<file path="src/rtl/rf_pkg.sv">
package rf_pkg;
  localparam int DW        = 8;
  localparam int AW        = 7;
  localparam int IW        = AW + 1;
  localparam int DEPTH     = 1 << IW;
  localparam int NFLAG     = 3;
  localparam int NUNIQ     = 5;
  localparam int BANK_BIT  = 5;
  localparam logic [AW-1:0] VIRT_OFF   = 7'h00;
  localparam logic [AW-1:0] STATUS_OFF = 7'h03;
  localparam logic [AW-1:0] PTR_OFF    = 7'h04;
  localparam logic [AW-1:0] UNIQ_OFF [NUNIQ] = '{7'h01, 7'h05, 7'h06, 7'h08, 7'h09};

  typedef logic [DW-1:0] byte_t;
  typedef logic [IW-1:0] idx_t;
  typedef logic [AW-1:0] off_t;

  typedef struct packed {
    idx_t idx;
    logic nul;
  } route_t;

  function automatic logic is_uniq(input off_t off);
    logic hit;
    hit = 1'b0;
    for (int k = 0; k < NUNIQ; k++) begin
      if (off == UNIQ_OFF[k]) hit = 1'b1;
    end
    return hit;
  endfunction

  function automatic idx_t direct_idx(input off_t off, input logic bank);
    return (bank && is_uniq(off)) ? {1'b1, off} : {1'b0, off};
  endfunction

  function automatic route_t via_ptr(input byte_t ptr);
    route_t r;
    r.nul = (ptr[AW-1:0] == VIRT_OFF);
    r.idx = is_uniq(ptr[AW-1:0]) ? idx_t'(ptr) : {1'b0, ptr[AW-1:0]};
    return r;
  endfunction
endpackage

</file>
<file path="src/rtl/rf_addr_resolve.sv">
module rf_addr_resolve
  import rf_pkg::*;
(
  input  logic [AW-1:0] off,
  input  logic          bank,
  input  logic [DW-1:0] ptr,
  output logic [IW-1:0] idx,
  output logic          nul
);
  route_t ind;
  logic   is_virt;

  assign is_virt = (off == VIRT_OFF);
  assign ind     = via_ptr(ptr);
  assign idx     = is_virt ? ind.idx : direct_idx(off, bank);
  assign nul     = is_virt & ind.nul;

  // a resolved index in the upper bank must be a bank-unique offset
  always_comb begin
    if (idx[IW-1] && !nul) begin
      assert (is_uniq(idx[AW-1:0]))
        else $error("upper bank index on mirrored offset");
    end
  end
endmodule

</file>
<file path="src/rtl/rf_flag_merge.sv">
module rf_flag_merge
  import rf_pkg::*;
(
  input  logic [DW-1:0]    cur,
  input  logic             wr_hit,
  input  logic [DW-1:0]    wr_data,
  input  logic [NFLAG-1:0] set,
  input  logic [NFLAG-1:0] clr,
  output logic [DW-1:0]    nxt
);
  logic [DW-1:0] base;
  assign base = wr_hit ? wr_data : cur;

  for (genvar g = 0; g < NFLAG; g++) begin : g_flag
    assign nxt[g] = set[g] ? 1'b1 : (clr[g] ? 1'b0 : base[g]);
  end
  assign nxt[DW-1:NFLAG] = base[DW-1:NFLAG];
endmodule

</file>
<file path="src/rtl/rf_store.sv">
module rf_store
  import rf_pkg::*;
(
  input  logic          clk,
  input  logic          rst_n,
  input  logic          we,
  input  logic [IW-1:0] wr_idx,
  input  logic [DW-1:0] wr_data,
  input  logic [DW-1:0] status_nxt,
  input  logic [IW-1:0] rd_idx,
  output logic [DW-1:0] rd_byte,
  output logic [DW-1:0] status_q,
  output logic [DW-1:0] ptr_q
);
  localparam idx_t STATUS_IDX = {1'b0, STATUS_OFF};
  localparam idx_t PTR_IDX    = {1'b0, PTR_OFF};

  byte_t mem [DEPTH];

  always_ff @(posedge clk or negedge rst_n) begin
    if (!rst_n) begin
      for (int i = 0; i < DEPTH; i++) mem[i] <= '0;
    end else begin
      if (we && wr_idx != STATUS_IDX) mem[wr_idx] <= wr_data;
      mem[STATUS_IDX] <= status_nxt;
    end
  end

  assign rd_byte  = mem[rd_idx];
  assign status_q = mem[STATUS_IDX];
  assign ptr_q    = mem[PTR_IDX];

  // a committed write lands at its resolved index
  p_write_lands_r10: assert property (@(posedge clk) disable iff (!rst_n)
    (we && wr_idx != STATUS_IDX) |=> (mem[$past(wr_idx)] == $past(wr_data)));

  // the status byte follows its merged next value
  p_status_follow_r9: assert property (@(posedge clk) disable iff (!rst_n)
    1'b1 |=> (mem[STATUS_IDX] == $past(status_nxt)));
endmodule

</file>
<file path="src/rtl/banked_regfile.sv">
module banked_regfile
  import rf_pkg::*;
(
  input  logic             clk,
  input  logic             rst_n,
  input  logic [AW-1:0]    rd_addr,
  output logic [DW-1:0]    rd_data,
  input  logic             wr_en,
  input  logic [AW-1:0]    wr_addr,
  input  logic [DW-1:0]    wr_data,
  input  logic [NFLAG-1:0] flag_set,
  input  logic [NFLAG-1:0] flag_clr,
  output logic [NFLAG-1:0] flags_o,
  output logic             bank_o
);
  localparam idx_t STATUS_IDX = {1'b0, STATUS_OFF};

  logic [DW-1:0] status_q, ptr_q, status_nxt, rd_byte;
  logic [IW-1:0] rd_idx, wr_idx;
  logic          rd_nul, wr_nul, wr_go, wr_status_hit, flag_any;

  assign bank_o = status_q[BANK_BIT];

  rf_addr_resolve u_rd_res (
    .off(rd_addr), .bank(bank_o), .ptr(ptr_q), .idx(rd_idx), .nul(rd_nul)
  );

  rf_addr_resolve u_wr_res (
    .off(wr_addr), .bank(bank_o), .ptr(ptr_q), .idx(wr_idx), .nul(wr_nul)
  );

  assign wr_go         = wr_en & ~wr_nul;
  assign wr_status_hit = wr_go & (wr_idx == STATUS_IDX);
  assign flag_any      = |(flag_set | flag_clr);

  rf_flag_merge u_merge (
    .cur(status_q), .wr_hit(wr_status_hit), .wr_data(wr_data),
    .set(flag_set), .clr(flag_clr), .nxt(status_nxt)
  );

  rf_store u_store (
    .clk(clk), .rst_n(rst_n), .we(wr_go), .wr_idx(wr_idx), .wr_data(wr_data),
    .status_nxt(status_nxt), .rd_idx(rd_idx), .rd_byte(rd_byte),
    .status_q(status_q), .ptr_q(ptr_q)
  );

  assign rd_data = rd_nul ? '0 : rd_byte;
  assign flags_o = status_q[NFLAG-1:0];

  // set request wins for its flag on the next edge
  p_flag_set_r8: assert property (@(posedge clk) disable iff (!rst_n)
    flag_set[0] |=> flags_o[0]);

  // clear without set drops the flag on the next edge
  p_flag_clr_r9: assert property (@(posedge clk) disable iff (!rst_n)
    (flag_clr[2] && !flag_set[2]) |=> !flags_o[2]);

  // status holds when neither a status write nor a flag request occurs
  p_status_hold_r8: assert property (@(posedge clk) disable iff (!rst_n)
    (!wr_status_hit && !flag_any) |=> $stable(status_q));

  // a write through a null pointer leaves the pointer byte alone
  p_null_write_r7: assert property (@(posedge clk) disable iff (!rst_n)
    (wr_en && wr_nul) |=> $stable(ptr_q));
endmodule

</file>
<file path="config.mk">
export PLATFORM = sky130hd
export DESIGN_NAME = banked_regfile
export DESIGN_NICKNAME = d
export VERILOG_FILES = /design/src/rtl/rf_pkg.sv /design/src/rtl/rf_addr_resolve.sv /design/src/rtl/rf_flag_merge.sv /design/src/rtl/rf_store.sv /design/src/rtl/banked_regfile.sv
export SDC_FILE = /design/constraint.sdc
export NUM_CORES = 2
export LEC_CHECK = 0
export BUFFER_PORTS_ARGS = -buffer_cell sky130_fd_sc_hd__buf_2
export CORE_ASPECT_RATIO = 0.7
export CORE_UTILIZATION = 35
export DETAILED_ROUTE_END_ITERATION = 12
export PLACE_DENSITY = 0.53
export RECOVER_POWER = 25
export SYNTH_ARGS = -nofsm -noshare
export SYNTH_HDL_FRONTEND = slang
export SYNTH_SLANG_ARGS = --single-unit
</file>
<file path="constraint.sdc">
create_clock -name clk -period 2.8 [get_ports clk]
set_input_delay 0.14 -clock clk [delete_from_list [all_inputs] [get_ports clk]]
set_output_delay 0.14 -clock clk [all_outputs]
set_load 0.02 [all_outputs]
</file>
==> out/qor.yml <==
rows: 130
drive_above_1_share: 0.398
period_share: 1.54
status: "finished with violations"
violations: "capacitance limit, slew limit, setup timing"
slew_viol_final: 13
wirelength_um: 215000
synth.top_cell.area_share: 0.561
fillers: 16423
syn_area_per_cell_um2: 11.6
antenna_left: 0
synth_edf_count: 0
cts_buffers: 141
cts_sinks: 1432
track_usage: 0.231
wl_per_cell_um: 26.1
route.detailed.drc: 0
die_area_um2: 184000
insertion_delay_ns: 0.79
async_reset_ff_frac: 1.00
wl_met2_um: 89100
grt_pass1_wl_um: 317000
p_leak_nw: 36.7
yosys.cell_types.count: 73
viasPerCell: 5.43
layout_setup_ws_ns: -1.52
required_ns: 2.66
via_count: 44736
synth_nets: 5559
yosysWarningCount: 0
hpwlAfterDp_um: 143000
power_density_nw_per_um2: 602
yosysSeqAreaShare: 0.561
finClkSkew_ns: 0.0222
grt_overflow_total: 0
wl_met1_um: 107000
clockRootBuffer: "clkbuf_16"
synthCells: 5528
cap_violations: 1
critPathCaptureType: "output port"
clk_path_buf_depth: 3
worst-path-max-fanout: 29
die_h_um: 359
synth-main-ff-cell: "dfrtp_1"
hold_ws_ns: 0.0676
cts.clk_slew.worst_paths_ns: 0.07
area_growth_syn_to_layout_pct: 25.2
period_minus_slack_ns: 4.32
critPathLaunchType: "flop"
tightestPinTransition_ns: 2.99
die_w_um: 513
hp-class: "primary input to flop"
arrival_ns: 4.18
synth_area_leaders: "dfrtp_1 (56%), mux2_2 (17%), nand2_1 (5.8%)"
grt_max_degree: 111
rsz0062_at_grt: "yes"
maxSlewHeadroom: -0.992
tritoncts: "done"
layout.nets: 5784
wl_met3_um: 14100
finalHoldViolCount: 0
fmax_mhz: 231
gp_congestion: 0.905
top_layer: "met4"
dr.first_iter.drc_count: 4412
final_util: 0.444
cts_max_level: 4
start_util: 0.354
reg2regPathDepth: 18
hold_path_depth: 3
ios: 43
coreArea_um2: 180000
path_class: "flop to output port"
rrSetupSlack_ns: -0.76
tns_ns: -860.17
grt_pass1_vias: 45026
setup-violations-final: 1700
grt_antenna_before_repair: 5
drt-pass1-iter-count: 5
port_buffers: 42
max-vdd-ir-drop_v: 0.000668
synth_top_cell_by_area: "dfrtp_1"
syn-cell-area_um2: 63900
synth-seq-cells: 1432
-- what timing repair did --
| action | CTS | global route |
|---|---|---|
| gates cloned | 9 | 7 |
| hold endpoints to repair | 911 | 0 |
| hold buffers | 14 | 0 |
| gates resized for setup | 297 | 174 |
| endpoints found under the setup margin | 1008 | 1064 |
| buffers inserted | 59 | 56 |
| pin swaps | 77 | 82 |
-- path summary, 6_finish.rpt --
check                                 start                   to
hold reg to reg            u_store.mem[847]     u_store.mem[847]
min in group asynchronous             rst_n     u_store.mem[729]
setup reg to reg           u_store.ptr_q[2]    u_store.mem[1573]
max in group asynchronous             rst_n    u_store.mem[1335]
setup / recovery           u_store.ptr_q[1]           rd_data[3]
hold / removal                  flag_clr[2]  u_store.status_q[2]
-- cells by family (layout without fill, tap and decap cells) --
| group | Yosys count | after routing | synth area share |
|---|---|---|---|
| buffers and inverters | 763 | 1098 | 0.0480 |
| AOI/OAI and AO/OA | 454 | 454 | 0.0518 |
| DFF | 1432 | 1432 | 0.561 |
| muxes | 1311 | 1311 | 0.228 |
| other | 0 | 2 | 0 |
| and+or+nand+nor | 1568 | 1568 | 0.111 |
-- power breakdown --
part           switching [mW]  internal, mW  leakage (nW)
Combinational            3.24          2.55          14.7
Sequential              0.663          21.9          19.6
Clock                    8.63          11.2          2.32
Total                    12.5          35.6          36.7
-- metal layers --
layer,global-route usage,vias to the layer above
li1,-,19589
met1,0.364,23520
met2,0.321,1349
met3,0.0406,278
met4,0.0551,0
met5,0,-
-- worst max-delay path, cell delays in order (launching register included) --
cell       delay, ns
dfrtp_1         0.37
nor4b_4         0.28
buf_4           0.19
a21oi_4         0.06
nor2_4          0.16
buf_4           0.49
buf_12          0.29
a32oi_1         0.10
a31oi_1         0.30
nor3_2          0.09
a31oi_1         0.41
buf_4           0.23
a2111oi_4       0.05
buf_6           0.15
buf_6           0.13
-- stage by stage --
step                      total power, mW  cell area [um^2]  cells  setup slack, ns
after floorplan                      25.3             64100   5528          0.00144
after global placement               27.9             72100   7891            -1.32
after detailed placement             28.0             72100   7891            -1.31
after CTS                            48.3             79100   8215            -1.60
after global routing                 49.9             80000   8240            -1.58
final                                48.2             80000   8241            -1.52
-- state kept, by name, indices dropped and copies added (netlist names) --
name              flops
u_store.mem        1416
u_store.ptr_q         8
u_store.status_q      8
-- cell usage in the layout (no fill, tap or decap), types with 11 or more instances in the layout --
cell type      count
a32oi_1          104
clkbuf_16        151
a32oi_2           18
buf_12           197
nor2_4            58
nand3_1          308
o2111ai_1         11
nor2_2            47
nand2_1          973
buf_2             25
buf_4            485
a31oi_4           16
clkbuf_8          28
clkinv_2          21
clkbuf_1          25
buf_16            15
dlygate4sd3_1     13
a211oi_1          13
dfrtp_1         1430
buf_8             17
nor4_4            19
mux2i_1          242
clkinvlp_4        11
nand4_1           34
mux2_1            53
a31oi_1           96
mux2_2           906
a31oi_2           21
o21ai_0           17
nor2_1            36
inv_1             15
buf_6             59
a21oi_1           47
mux2_4            96
-- synth_stat cells (all sizes together) (36+ instances only) --
library cell and count:
dfrtp 1432, mux2i 246, buf 169, nand4 36, a21oi 58, mux2 1055
a31oi 133, a32oi 124, nand3 313, clkbuf 579, nand2 987, nor2 141
-- final cells by class --
| cell class | count | area [um^2] | area share |
|---|---|---|---|
| diodes | 2 | 5.00 | 0.0000625 |
| multi-input cells | 3333 | 26900 | 0.336 |
| clock inverters | 57 | 679 | 0.00849 |
| repair buffers | 830 | 9520 | 0.119 |
| flip-flops and latches | 1432 | 35800 | 0.448 |
| well taps | 2376 | 2970 | 0.0372 |
| clock buffers | 196 | 4080 | 0.0510 |
| inverters | 15 | 56.3 | 0.000704 |
Note: power is estimated with default switching activity, not from simulation.
